## src/rtl/shift_carry_pkg.sv

```systemverilog
// Shared types for the register-controlled shifter.
// Assumes: the mode encoding below is fixed by the surrounding decoder.
package shift_carry_pkg;

    typedef enum logic [1:0] {
        SH_LSL = 2'd0,
        SH_LSR = 2'd1,
        SH_ASR = 2'd2,
        SH_ROR = 2'd3
    } shift_mode_e;

endpackage

```

## src/rtl/shift_amt_decode.sv

```systemverilog
// Extracts the shift amount from the amount word and classifies it against
// the operand width. Produces the folded rotate amount as well.
// Assumes: WIDTH is a power of two and 2**AMT_BITS > WIDTH.
module shift_amt_decode #(
    parameter int WIDTH    = 32,
    parameter int AMT_WORD = 32,
    parameter int AMT_BITS = 8,
    localparam int IDX_BITS = $clog2(WIDTH)
) (
    input  logic [AMT_WORD-1:0] amt_word_i,
    output logic [AMT_BITS-1:0] amt_o,
    output logic                amt_zero_o,
    output logic                amt_eq_w_o,
    output logic                amt_gt_w_o,
    output logic [IDX_BITS-1:0] rot_o,
    output logic                rot_zero_o
);

    localparam logic [AMT_BITS-1:0] WIDTH_AMT = AMT_BITS'(WIDTH);

    // Classify the low amount byte against the operand width.
    always_comb begin
        amt_o      = amt_word_i[AMT_BITS-1:0];
        amt_zero_o = (amt_o == '0);
        amt_eq_w_o = (amt_o == WIDTH_AMT);
        amt_gt_w_o = (amt_o > WIDTH_AMT);
        rot_o      = amt_o[IDX_BITS-1:0];
        rot_zero_o = (rot_o == '0);
    end

endmodule

```

## src/rtl/shift_result_path.sv

```systemverilog
// Forms the shifted operand for each of the four shift kinds.
// Assumes: the amount flags come from shift_amt_decode for the same amount.
module shift_result_path
    import shift_carry_pkg::*;
#(
    parameter int WIDTH    = 32,
    parameter int AMT_BITS = 8,
    localparam int IDX_BITS = $clog2(WIDTH)
) (
    input  logic [WIDTH-1:0]    opnd_i,
    input  shift_mode_e         mode_i,
    input  logic [AMT_BITS-1:0] amt_i,
    input  logic                amt_eq_w_i,
    input  logic                amt_gt_w_i,
    input  logic [IDX_BITS-1:0] rot_i,
    input  logic                rot_zero_i,
    output logic [WIDTH-1:0]    result_o
);

    localparam logic [IDX_BITS:0] WIDTH_EXT = (IDX_BITS+1)'(WIDTH);

    logic             amt_ge_w;
    logic [IDX_BITS:0] rot_back;

    // Helper terms: out-of-range amount flag and the back-rotation count.
    always_comb begin
        amt_ge_w = amt_eq_w_i | amt_gt_w_i;
        rot_back = WIDTH_EXT - {1'b0, rot_i};
    end

    // Select the shifted value for the requested mode.
    always_comb begin
        unique case (mode_i)
            SH_LSL: result_o = amt_ge_w ? '0 : (opnd_i << amt_i);
            SH_LSR: result_o = amt_ge_w ? '0 : (opnd_i >> amt_i);
            SH_ASR: result_o = amt_ge_w ? {WIDTH{opnd_i[WIDTH-1]}}
                                        : WIDTH'($signed(opnd_i) >>> amt_i);
            SH_ROR: result_o = rot_zero_i ? opnd_i
                                          : ((opnd_i >> rot_i) | (opnd_i << rot_back));
            default: result_o = opnd_i;
        endcase
    end

endmodule

```

## src/rtl/shift_carry_select.sv

```systemverilog
// Picks the new carry flag: the last bit shifted out, or the incoming carry
// when nothing is shifted.
// Assumes: WIDTH is a power of two, so index arithmetic wraps modulo WIDTH.
module shift_carry_select
    import shift_carry_pkg::*;
#(
    parameter int WIDTH    = 32,
    parameter int AMT_BITS = 8,
    localparam int IDX_BITS = $clog2(WIDTH)
) (
    input  logic [WIDTH-1:0]    opnd_i,
    input  shift_mode_e         mode_i,
    input  logic                carry_i,
    input  logic [AMT_BITS-1:0] amt_i,
    input  logic                amt_zero_i,
    input  logic                amt_eq_w_i,
    input  logic                amt_gt_w_i,
    input  logic [IDX_BITS-1:0] rot_i,
    input  logic                rot_zero_i,
    output logic                carry_o
);

    logic [IDX_BITS-1:0] lo_idx;
    logic [IDX_BITS-1:0] up_idx;
    logic [IDX_BITS-1:0] rot_idx;

    // Bit positions of the last bit leaving the word, valid for in-range amounts.
    always_comb begin
        lo_idx  = amt_i[IDX_BITS-1:0] - IDX_BITS'(1);
        up_idx  = IDX_BITS'(0) - amt_i[IDX_BITS-1:0];
        rot_idx = rot_i - IDX_BITS'(1);
    end

    // Apply the per-mode carry rules, including the edge amounts.
    always_comb begin
        if (amt_zero_i) begin
            carry_o = carry_i;
        end else begin
            unique case (mode_i)
                SH_LSL: carry_o = amt_gt_w_i ? 1'b0 :
                                  amt_eq_w_i ? opnd_i[0] : opnd_i[up_idx];
                SH_LSR: carry_o = amt_gt_w_i ? 1'b0 :
                                  amt_eq_w_i ? opnd_i[WIDTH-1] : opnd_i[lo_idx];
                SH_ASR: carry_o = (amt_gt_w_i | amt_eq_w_i) ? opnd_i[WIDTH-1]
                                                            : opnd_i[lo_idx];
                SH_ROR: carry_o = rot_zero_i ? opnd_i[WIDTH-1] : opnd_i[rot_idx];
                default: carry_o = carry_i;
            endcase
        end
    end

endmodule

```

## src/rtl/shift_carry_unit.sv

```systemverilog
// Top of the register-controlled shifter: decodes the amount, then forms the
// result and the carry in parallel paths.
// Assumes: purely combinational use; inputs settle within the cycle.
module shift_carry_unit
    import shift_carry_pkg::*;
#(
    parameter int WIDTH    = 32,
    parameter int AMT_WORD = 32,
    parameter int AMT_BITS = 8,
    localparam int IDX_BITS = $clog2(WIDTH)
) (
    input  logic [WIDTH-1:0]    opnd_i,
    input  logic [AMT_WORD-1:0] amt_word_i,
    input  logic [1:0]          mode_i,
    input  logic                carry_i,
    output logic [WIDTH-1:0]    result_o,
    output logic                carry_o
);

    logic [AMT_BITS-1:0] amt;
    logic                amt_zero;
    logic                amt_eq_w;
    logic                amt_gt_w;
    logic [IDX_BITS-1:0] rot;
    logic                rot_zero;
    logic [WIDTH-1:0]    shifted;
    shift_mode_e         mode;

    // Interpret the raw mode bits as a shift kind.
    always_comb mode = shift_mode_e'(mode_i);

    shift_amt_decode #(
        .WIDTH    (WIDTH),
        .AMT_WORD (AMT_WORD),
        .AMT_BITS (AMT_BITS)
    ) u_decode (
        .amt_word_i (amt_word_i),
        .amt_o      (amt),
        .amt_zero_o (amt_zero),
        .amt_eq_w_o (amt_eq_w),
        .amt_gt_w_o (amt_gt_w),
        .rot_o      (rot),
        .rot_zero_o (rot_zero)
    );

    shift_result_path #(
        .WIDTH    (WIDTH),
        .AMT_BITS (AMT_BITS)
    ) u_result (
        .opnd_i     (opnd_i),
        .mode_i     (mode),
        .amt_i      (amt),
        .amt_eq_w_i (amt_eq_w),
        .amt_gt_w_i (amt_gt_w),
        .rot_i      (rot),
        .rot_zero_i (rot_zero),
        .result_o   (shifted)
    );

    shift_carry_select #(
        .WIDTH    (WIDTH),
        .AMT_BITS (AMT_BITS)
    ) u_carry (
        .opnd_i     (opnd_i),
        .mode_i     (mode),
        .carry_i    (carry_i),
        .amt_i      (amt),
        .amt_zero_i (amt_zero),
        .amt_eq_w_i (amt_eq_w),
        .amt_gt_w_i (amt_gt_w),
        .rot_i      (rot),
        .rot_zero_i (rot_zero),
        .carry_o    (carry_o)
    );

    // A zero amount passes the operand through untouched in every mode.
    always_comb result_o = amt_zero ? opnd_i : shifted;

endmodule

```

## config.mk

```make
export PLATFORM = sky130hd
export DESIGN_NAME = shift_carry_unit
export DESIGN_NICKNAME = d
export VERILOG_FILES = /design/src/rtl/shift_carry_pkg.sv /design/src/rtl/shift_amt_decode.sv /design/src/rtl/shift_result_path.sv /design/src/rtl/shift_carry_select.sv /design/src/rtl/shift_carry_unit.sv
export SDC_FILE = /design/constraint.sdc
export NUM_CORES = 1
export LEC_CHECK = 0
export CAP_MARGIN = 10
export CORE_UTILIZATION = 35
export DETAILED_ROUTE_END_ITERATION = 8
export PLACE_DENSITY_LB_ADDON = 0.15
export SYNTH_ARGS = -nofsm -noshare
export SYNTH_HDL_FRONTEND = slang
export SYNTH_HIERARCHICAL = 1
export SYNTH_SLANG_ARGS = --single-unit
```

## constraint.sdc

```tcl
create_clock -name vclk -period 7.5
set_input_delay 1.5 -clock vclk [all_inputs]
set_output_delay 1.5 -clock vclk [all_outputs]
set_load 0.005 [all_outputs]
```

# ---- Word-level counts from Yosys, hierarchy flattened
# Index checks and enable logic that the tools add are counted.
dict set report totals {
  reg_bits 0
  input_bits 67
  output_inout_bits 33
  elab_cells 38
}
dict set report op_classes {
  addsub 3
  n_lt_le_gt_ge 3
  n_eq_ne 4
  shift 5
  n_mux 18
  bitwise_logic 2
  reduce_logical 3
}
# op n
set op_table {}
lappend op_table {{two-way mux 32 bit} 5}
lappend op_table {{one-hot mux 32 bit (4 select lines)} 1}
lappend op_table {{bitwise OR 32 bit} 1}
lappend op_table {{<< shifter 32 x 6 -> 32 bit} 1}
lappend op_table {{<< shifter 32 x 8 -> 32 bit} 1}
lappend op_table {{right shift 32 x 5 -> 32 bit} 1}
lappend op_table {{right shift 32 x 8 -> 32 bit} 1}
lappend op_table {{>>> shifter 32 x 8 -> 32 bit} 1}
lappend op_table {{< comparator 5 x 6 -> 1 bit (second input constant)} 2}
lappend op_table {{binary-select mux 1 bit (select 5 bit)} 2}
lappend op_table {{two-way mux 1 bit} 9}
lappend op_table {{== test 8 x 6 -> 1 bit (second input constant)} 1}
lappend op_table {{greater-than comparator 8 x 6 -> 1 bit (second input constant)} 1}
lappend op_table {{logical NOT 8 bit} 1}
lappend op_table {{subtractor 6 x 5 -> 6 bit (first input constant)} 1}
lappend op_table {{logical NOT 5 bit} 1}
lappend op_table {{subtractor 1 x 5 -> 5 bit (first input constant)} 1}
lappend op_table {{subtractor 5 x 1 -> 5 bit (second input constant)} 1}
lappend op_table {{== test 2 bit (second input constant)} 2}
lappend op_table {{one-hot mux 1 bit (4 select lines)} 1}
lappend op_table {{== test 2 x 1 -> 1 bit (second input constant)} 1}
lappend op_table {{logical NOT 2 bit} 1}
lappend op_table {{bitwise OR 1 bit} 1}

# ---- Logic depth before layout (Yosys ltp)
dict set report depth {
  ltp_word 7
  depth_mapped 18
  ltp_nobuf 9
}

# ---- Cells and area by module
# The synthesis kept the hierarchy.
# mod n_inst cells_per_inst area_per_inst_um2 seq_area_each_um2
set modules_own_cells {}
lappend modules_own_cells {shift_result_path 1 1209 9640.5 0.0}
lappend modules_own_cells {shift_carry_select 1 102 1159.9 0.0}
lappend modules_own_cells {shift_carry_unit 1 36 544.3 0.0}
lappend modules_own_cells {shift_amt_decode 1 20 151.4 0.0}

# ---- Worst setup path before layout
# OpenSTA, ideal clock, no wires.
dict set report synth_timing {
  kind {input to output}
  start {in amt_word_i[0]}
  end {out result_o[28]}
  arrival_ns 4.893
  t_required_ns 6.000
  path_slack_ns 1.107
  cell_stages 15
  path_buffers 7
  path_cell_list {buf_4 > buf_6 > buf_6 > inv_2 > buf_2 > buf_2 > ha_1 > buf_2 > buf_6 > mux2_1 > mux4_2 > mux2i_1 > o31ai_1 > or4_1 > mux2_4}
}
dict set report synth_between {
  elab_chain_cells 6
  word_cells_on_any_way 18
  cone_classes {1 x add/sub; 1 x order compare; 1 x eq/ne; 5 x shift; 6 x mux; 2 x bitwise; 2 x reduce/logical}
}
# item line
set synth_rtl {}
lappend synth_rtl {{from (decl)} shift_carry_unit.sv:13} ;# input logic [AMT_WORD-1:0] amt_word_i,
lappend synth_rtl {{subtractor 6 x 5 -> 6 bit} shift_result_path.sv:28} ;# rot_back = WIDTH_EXT - {1'b0, rot_i};
lappend synth_rtl {{<< shifter 32 x 6 -> 32 bit} shift_result_path.sv:39} ;# : ((opnd_i >> rot_i) | (opnd_i << rot_back));
lappend synth_rtl {{bitwise OR 32 bit} shift_result_path.sv:39}
lappend synth_rtl {{two-way mux 32 bit} shift_result_path.sv:38} ;# SH_ROR: result_o = rot_zero_i ? opnd_i
lappend synth_rtl {{one-hot mux 32 bit (4 select lines) *} shift_result_path.sv:33} ;# unique case (mode_i)
lappend synth_rtl {{named net shifted[28]} shift_carry_unit.sv:26} ;# logic [WIDTH-1:0] shifted;
lappend synth_rtl {{two-way mux 32 bit *} shift_carry_unit.sv:77} ;# always_comb result_o = amt_zero ? opnd_i : shifted;
lappend synth_rtl {{to (decl)} shift_carry_unit.sv:16} ;# output logic [WIDTH-1:0] result_o,
# The timed path passes the listed nets; every way through them passes the cells marked *.

# ---- Final worst setup path
dict set report layout_timing {
  start {in amt_word_i[5]}
  end {out result_o[29]}
}
dict set report layout_between {
  elab_chain_cells 5
  word_cells_on_any_way 12
  cone_classes {1 x order compare; 1 x eq/ne; 3 x shift; 5 x mux; 1 x bitwise; 1 x reduce/logical}
}
# item line
set layout_rtl {}
lappend layout_rtl {{greater-than comparator 8 x 6 -> 1 bit *} shift_amt_decode.sv:26} ;# amt_gt_w_o = (amt_o > WIDTH_AMT);
lappend layout_rtl {{named net amt_gt_w} shift_carry_unit.sv:23} ;# logic amt_gt_w;
lappend layout_rtl {{bitwise OR 1 bit *} shift_result_path.sv:27} ;# amt_ge_w = amt_eq_w_i | amt_gt_w_i;
lappend layout_rtl {{two-way mux 32 bit, on equally long branches} {shift_result_path.sv:36, shift_result_path.sv:34, shift_result_path.sv:35}}
lappend layout_rtl {{one-hot mux 32 bit (4 select lines) *} shift_result_path.sv:33}
lappend layout_rtl {{named net shifted[29]} shift_carry_unit.sv:26}
lappend layout_rtl {{two-way mux 32 bit *} shift_carry_unit.sv:77}
# Marks and branches as above.

==> impl_results.html <==
<table>
<tr><th>Metric</th><th>Value</th></tr>
<tr><th colspan="2">Global route</th></tr>
<tr><td>Overall global routing resource usage</td><td>0.405</td></tr>
<tr><td>Largest net degree at the start of global routing</td><td>83</td></tr>
<tr><td>Via count of the first global-routing pass</td><td>12696</td></tr>
<tr><td>Global-route wire length before repair</td><td>97900 µm</td></tr>
<tr><td>Number of antenna violations at the first check in global routing</td><td>2</td></tr>
<tr><td>Global route overflow</td><td>0</td></tr>
<tr><th colspan="2">STA</th></tr>
<tr><td>Remaining max-slew budget at the tightest pin</td><td>0.257</td></tr>
<tr><td>Setup Viol. Count Final</td><td>0</td></tr>
<tr><td>Post-Route Hold Slack</td><td>4.08 ns</td></tr>
<tr><td>Final clock period utilization by the worst path</td><td>0.964</td></tr>
<tr><td>Total count of hold-check failures in the final report</td><td>0</td></tr>
<tr><td>Clock period minus final worst setup slack</td><td>7.23 ns</td></tr>
<tr><td>Aggregate negative setup slack</td><td>0 ns</td></tr>
<tr><td>Count of final max-slew check failures</td><td>0</td></tr>
<tr><td>RSZ-0062 raised after global routing</td><td>no</td></tr>
<tr><td>Transition time of the tightest slew-check pin</td><td>1.10 ns</td></tr>
<tr><td>Fmax</td><td>138 MHz</td></tr>
<tr><th colspan="2">Layout</th></tr>
<tr><td>Area grow syn2layout</td><td>12.3%</td></tr>
<tr><td>Total of fill cells in the finished design</td><td>3258</td></tr>
<tr><td>Commonest non-fill, non-tap cell in the layout</td><td>mux4_2</td></tr>
<tr><td>Final non-filler cell total</td><td>1824</td></tr>
<tr><td>Clock buffers</td><td>0</td></tr>
<tr><td>Sequential cell area</td><td>0 µm²</td></tr>
<tr><td>Commonest cells after routing, fill and taps aside</td><td>mux4_2 (131), buf_4 (128), nand2_1 (112)</td></tr>
<tr><td>Net total in the final layout</td><td>1460</td></tr>
<tr><td>Flip-flop and latch count</td><td>0</td></tr>
<tr><td>Proportion of layout cells with a drive suffix above 1</td><td>0.293</td></tr>
<tr><th colspan="2">Critical path</th></tr>
<tr><td>Arrival time worst endpoint</td><td>5.73 ns</td></tr>
<tr><td>Worst-path fanout max</td><td>12</td></tr>
<tr><td>Startpoint Class</td><td>input pin</td></tr>
<tr><td>Crit. End Element</td><td>output port</td></tr>
<tr><td>Worst setup path category</td><td>input pin to output port</td></tr>
<tr><td>Timing startpoint of the critical path</td><td>amt_word_i[5]</td></tr>
<tr><td>CP Data Required Time</td><td>6.00 ns</td></tr>
<tr><th colspan="2">Drt</th></tr>
<tr><td>Count of nets left with antenna violations after detail routing</td><td>0</td></tr>
<tr><td>DRC errors left</td><td>0</td></tr>
<tr><td>Total Routed Length</td><td>69200 µm</td></tr>
<tr><td>DR WL/cell</td><td>37.9 µm</td></tr>
<tr><td>Number of vias per cell after detailed routing</td><td>7.58</td></tr>
<tr><td>Length of the first detailed-routing pass in iterations</td><td>6</td></tr>
<tr><td>DR vias</td><td>13821</td></tr>
<tr><td>Iter 0 DRT Violations</td><td>2546</td></tr>
<tr><th colspan="2">Yosys</th></tr>
<tr><td>Proportion of synthesized chip area in sequential cells</td><td>0</td></tr>
<tr><td>Warnings, synthesis</td><td>6</td></tr>
<tr><td>Mapped cell area</td><td>11500 µm²</td></tr>
<tr><td>Library cells used by synthesis</td><td>96</td></tr>
<tr><td>Synthesized area per cell</td><td>8.41 µm²</td></tr>
<tr><td>Number of instances in the synthesized netlist</td><td>1367</td></tr>
<tr><td>Net count of the mapped netlist</td><td>1437</td></tr>
<tr><th colspan="2">Power</th></tr>
<tr><td>Static leakage</td><td>4.60 nW</td></tr>
<tr><td>Total power per unit cell area</td><td>82.5 nW/µm²</td></tr>
<tr><td>Max VDD drop</td><td>0.0682 mV</td></tr>
<tr><th colspan="2">Floorplanning</th></tr>
<tr><td>Die Span X</td><td>183 µm</td></tr>
<tr><td>Die extent in y</td><td>183 µm</td></tr>
<tr><td>Core Area</td><td>32000 µm²</td></tr>
<tr><td>Die area</td><td>33600 µm²</td></tr>
<tr><td>Row count</td><td>65</td></tr>
<tr><td>Top-level I/O count</td><td>100</td></tr>
<tr><td>Starting density of the core</td><td>0.360</td></tr>
<tr><th colspan="2">Placement</th></tr>
<tr><td>Detailed Place HPWL</td><td>51100 µm</td></tr>
<tr><td>Cells after DPL</td><td>1823</td></tr>
<tr><td>Total of buffers placed on input and output ports</td><td>76</td></tr>
<tr><td>Placer congestion estimate</td><td>1.01</td></tr>
<tr><th colspan="2">CTS</th></tr>
<tr><td>Number of gates resized after cts</td><td>0</td></tr>
<tr><td>Cts hold-fix bufs</td><td>0</td></tr>
<tr><td>Total setup buffers inserted after CTS</td><td>0</td></tr>
<tr><th colspan="2">Hold path</th></tr>
<tr><td>Worst Hold Depth</td><td>5</td></tr>
<tr><td>Worst min-delay path category</td><td>input pin to output port</td></tr>
<tr><td>Hold Crit Endpoint</td><td>carry_o</td></tr>
<tr><td>Beginning of the worst hold path</td><td>carry_i</td></tr>
<tr><th colspan="2">Run status</th></tr>
<tr><td>Result of the run</td><td>finished clean</td></tr>
<tr><th colspan="2">Job</th></tr>
<tr><td>Max-cap check violation count</td><td>0</td></tr>
</table>
[critical path: stages]
cell and delay, ns:
clkdlybuf4s50_1 0.57, or3_1 0.47, o41a_1 0.25, or4_1 0.54
buf_4 0.22, nor2_1 0.41, a22oi_1 0.13, o211ai_1 0.39
a41oi_1 0.09, o311ai_1 0.33, mux2_2 0.30, clkdlybuf4s50_1 0.51
[power breakdown]
part	internal, mW	switching, mW
logic	0.441	0.624
clock network	0.0000000158	0
registers	0	0
[cells by family (layout without fill, tap and decap cells)]
group,Yosys count,count (layout),share of synthesized area
buf+inv,213,234,0.0970
compound gates,391,391,0.241
xor+xnor,11,11,0.0113
fa+ha+maj,3,3,0.00327
other cells,0,1,0
simple gates,401,401,0.171
mux,348,348,0.476
[per-layer routing]
metal	GRT usage	share of wire	vias to the layer above
li1	-	-	5519
met1	0.594	0.41	6976
met2	0.597	0.42	1205
met3	0.0810	0.13	121
met4	0.113	0.034	0
met5	0	0	-
[synthesized netlist by cell type, drive strengths merged, types with 10 or more instances]
| library cell | number | area, µm² |
|---|---|---|
| a21oi | 67 | 335 |
| o21a | 10 | 75.1 |
| o221ai | 15 | 131 |
| inv | 20 | 75.1 |
| nand2 | 112 | 420 |
| a211oi | 17 | 128 |
| nor3 | 35 | 186 |
| or3 | 13 | 81.3 |
| a31oi | 31 | 194 |
| nand3 | 37 | 185 |
| o21ai | 52 | 260 |
| and2 | 11 | 68.8 |
| buf | 94 | 668 |
| mux2 | 105 | 1300 |
| a22oi | 15 | 118 |
| clkbuf | 96 | 360 |
| mux2i | 106 | 1060 |
| mux4 | 137 | 3110 |
| nor4 | 11 | 75.1 |
| nand2b | 15 | 93.8 |
| o211ai | 27 | 208 |
| o22ai | 33 | 206 |
| nor2 | 101 | 379 |
| nor2b | 14 | 87.6 |
[area by class of cell]
class | count | area, µm² | area share
multi-input cells | 1154 | 10400 | 0.806
repair buffers | 211 | 1870 | 0.145
well taps | 435 | 544 | 0.0422
inverters | 23 | 86.3 | 0.00669
diodes | 1 | 2.50 | 0.000194
[per-stage QoR]
step | instance area (µm²) | setup slack, ns | total power [mW] | utilization
3_3_place_gp | 12900 | 0.503 | 1.02 | 0.404
5_1_grt | 12900 | 0.250 | 1.10 | 0.404
6_report | 12900 | 0.273 | 1.07 | 0.404
4_1_cts | 12900 | 0.448 | 1.02 | 0.404
3_5_place_dp | 12900 | 0.469 | 1.02 | 0.404
2_1_floorplan | 11500 | 1.11 | 0.633 | -
[worst max-delay path by stage]
stage / endpoint / cells after the start
2_1_floorplan: result_o[28] / 15
3_3_place_gp: result_o[19] / 12
3_5_place_dp: result_o[29] / 12
4_1_cts: result_o[29] / 12
5_1_grt: result_o[29] / 14
6_report: result_o[29] / 12
Power figures use the tool's default switching activity.
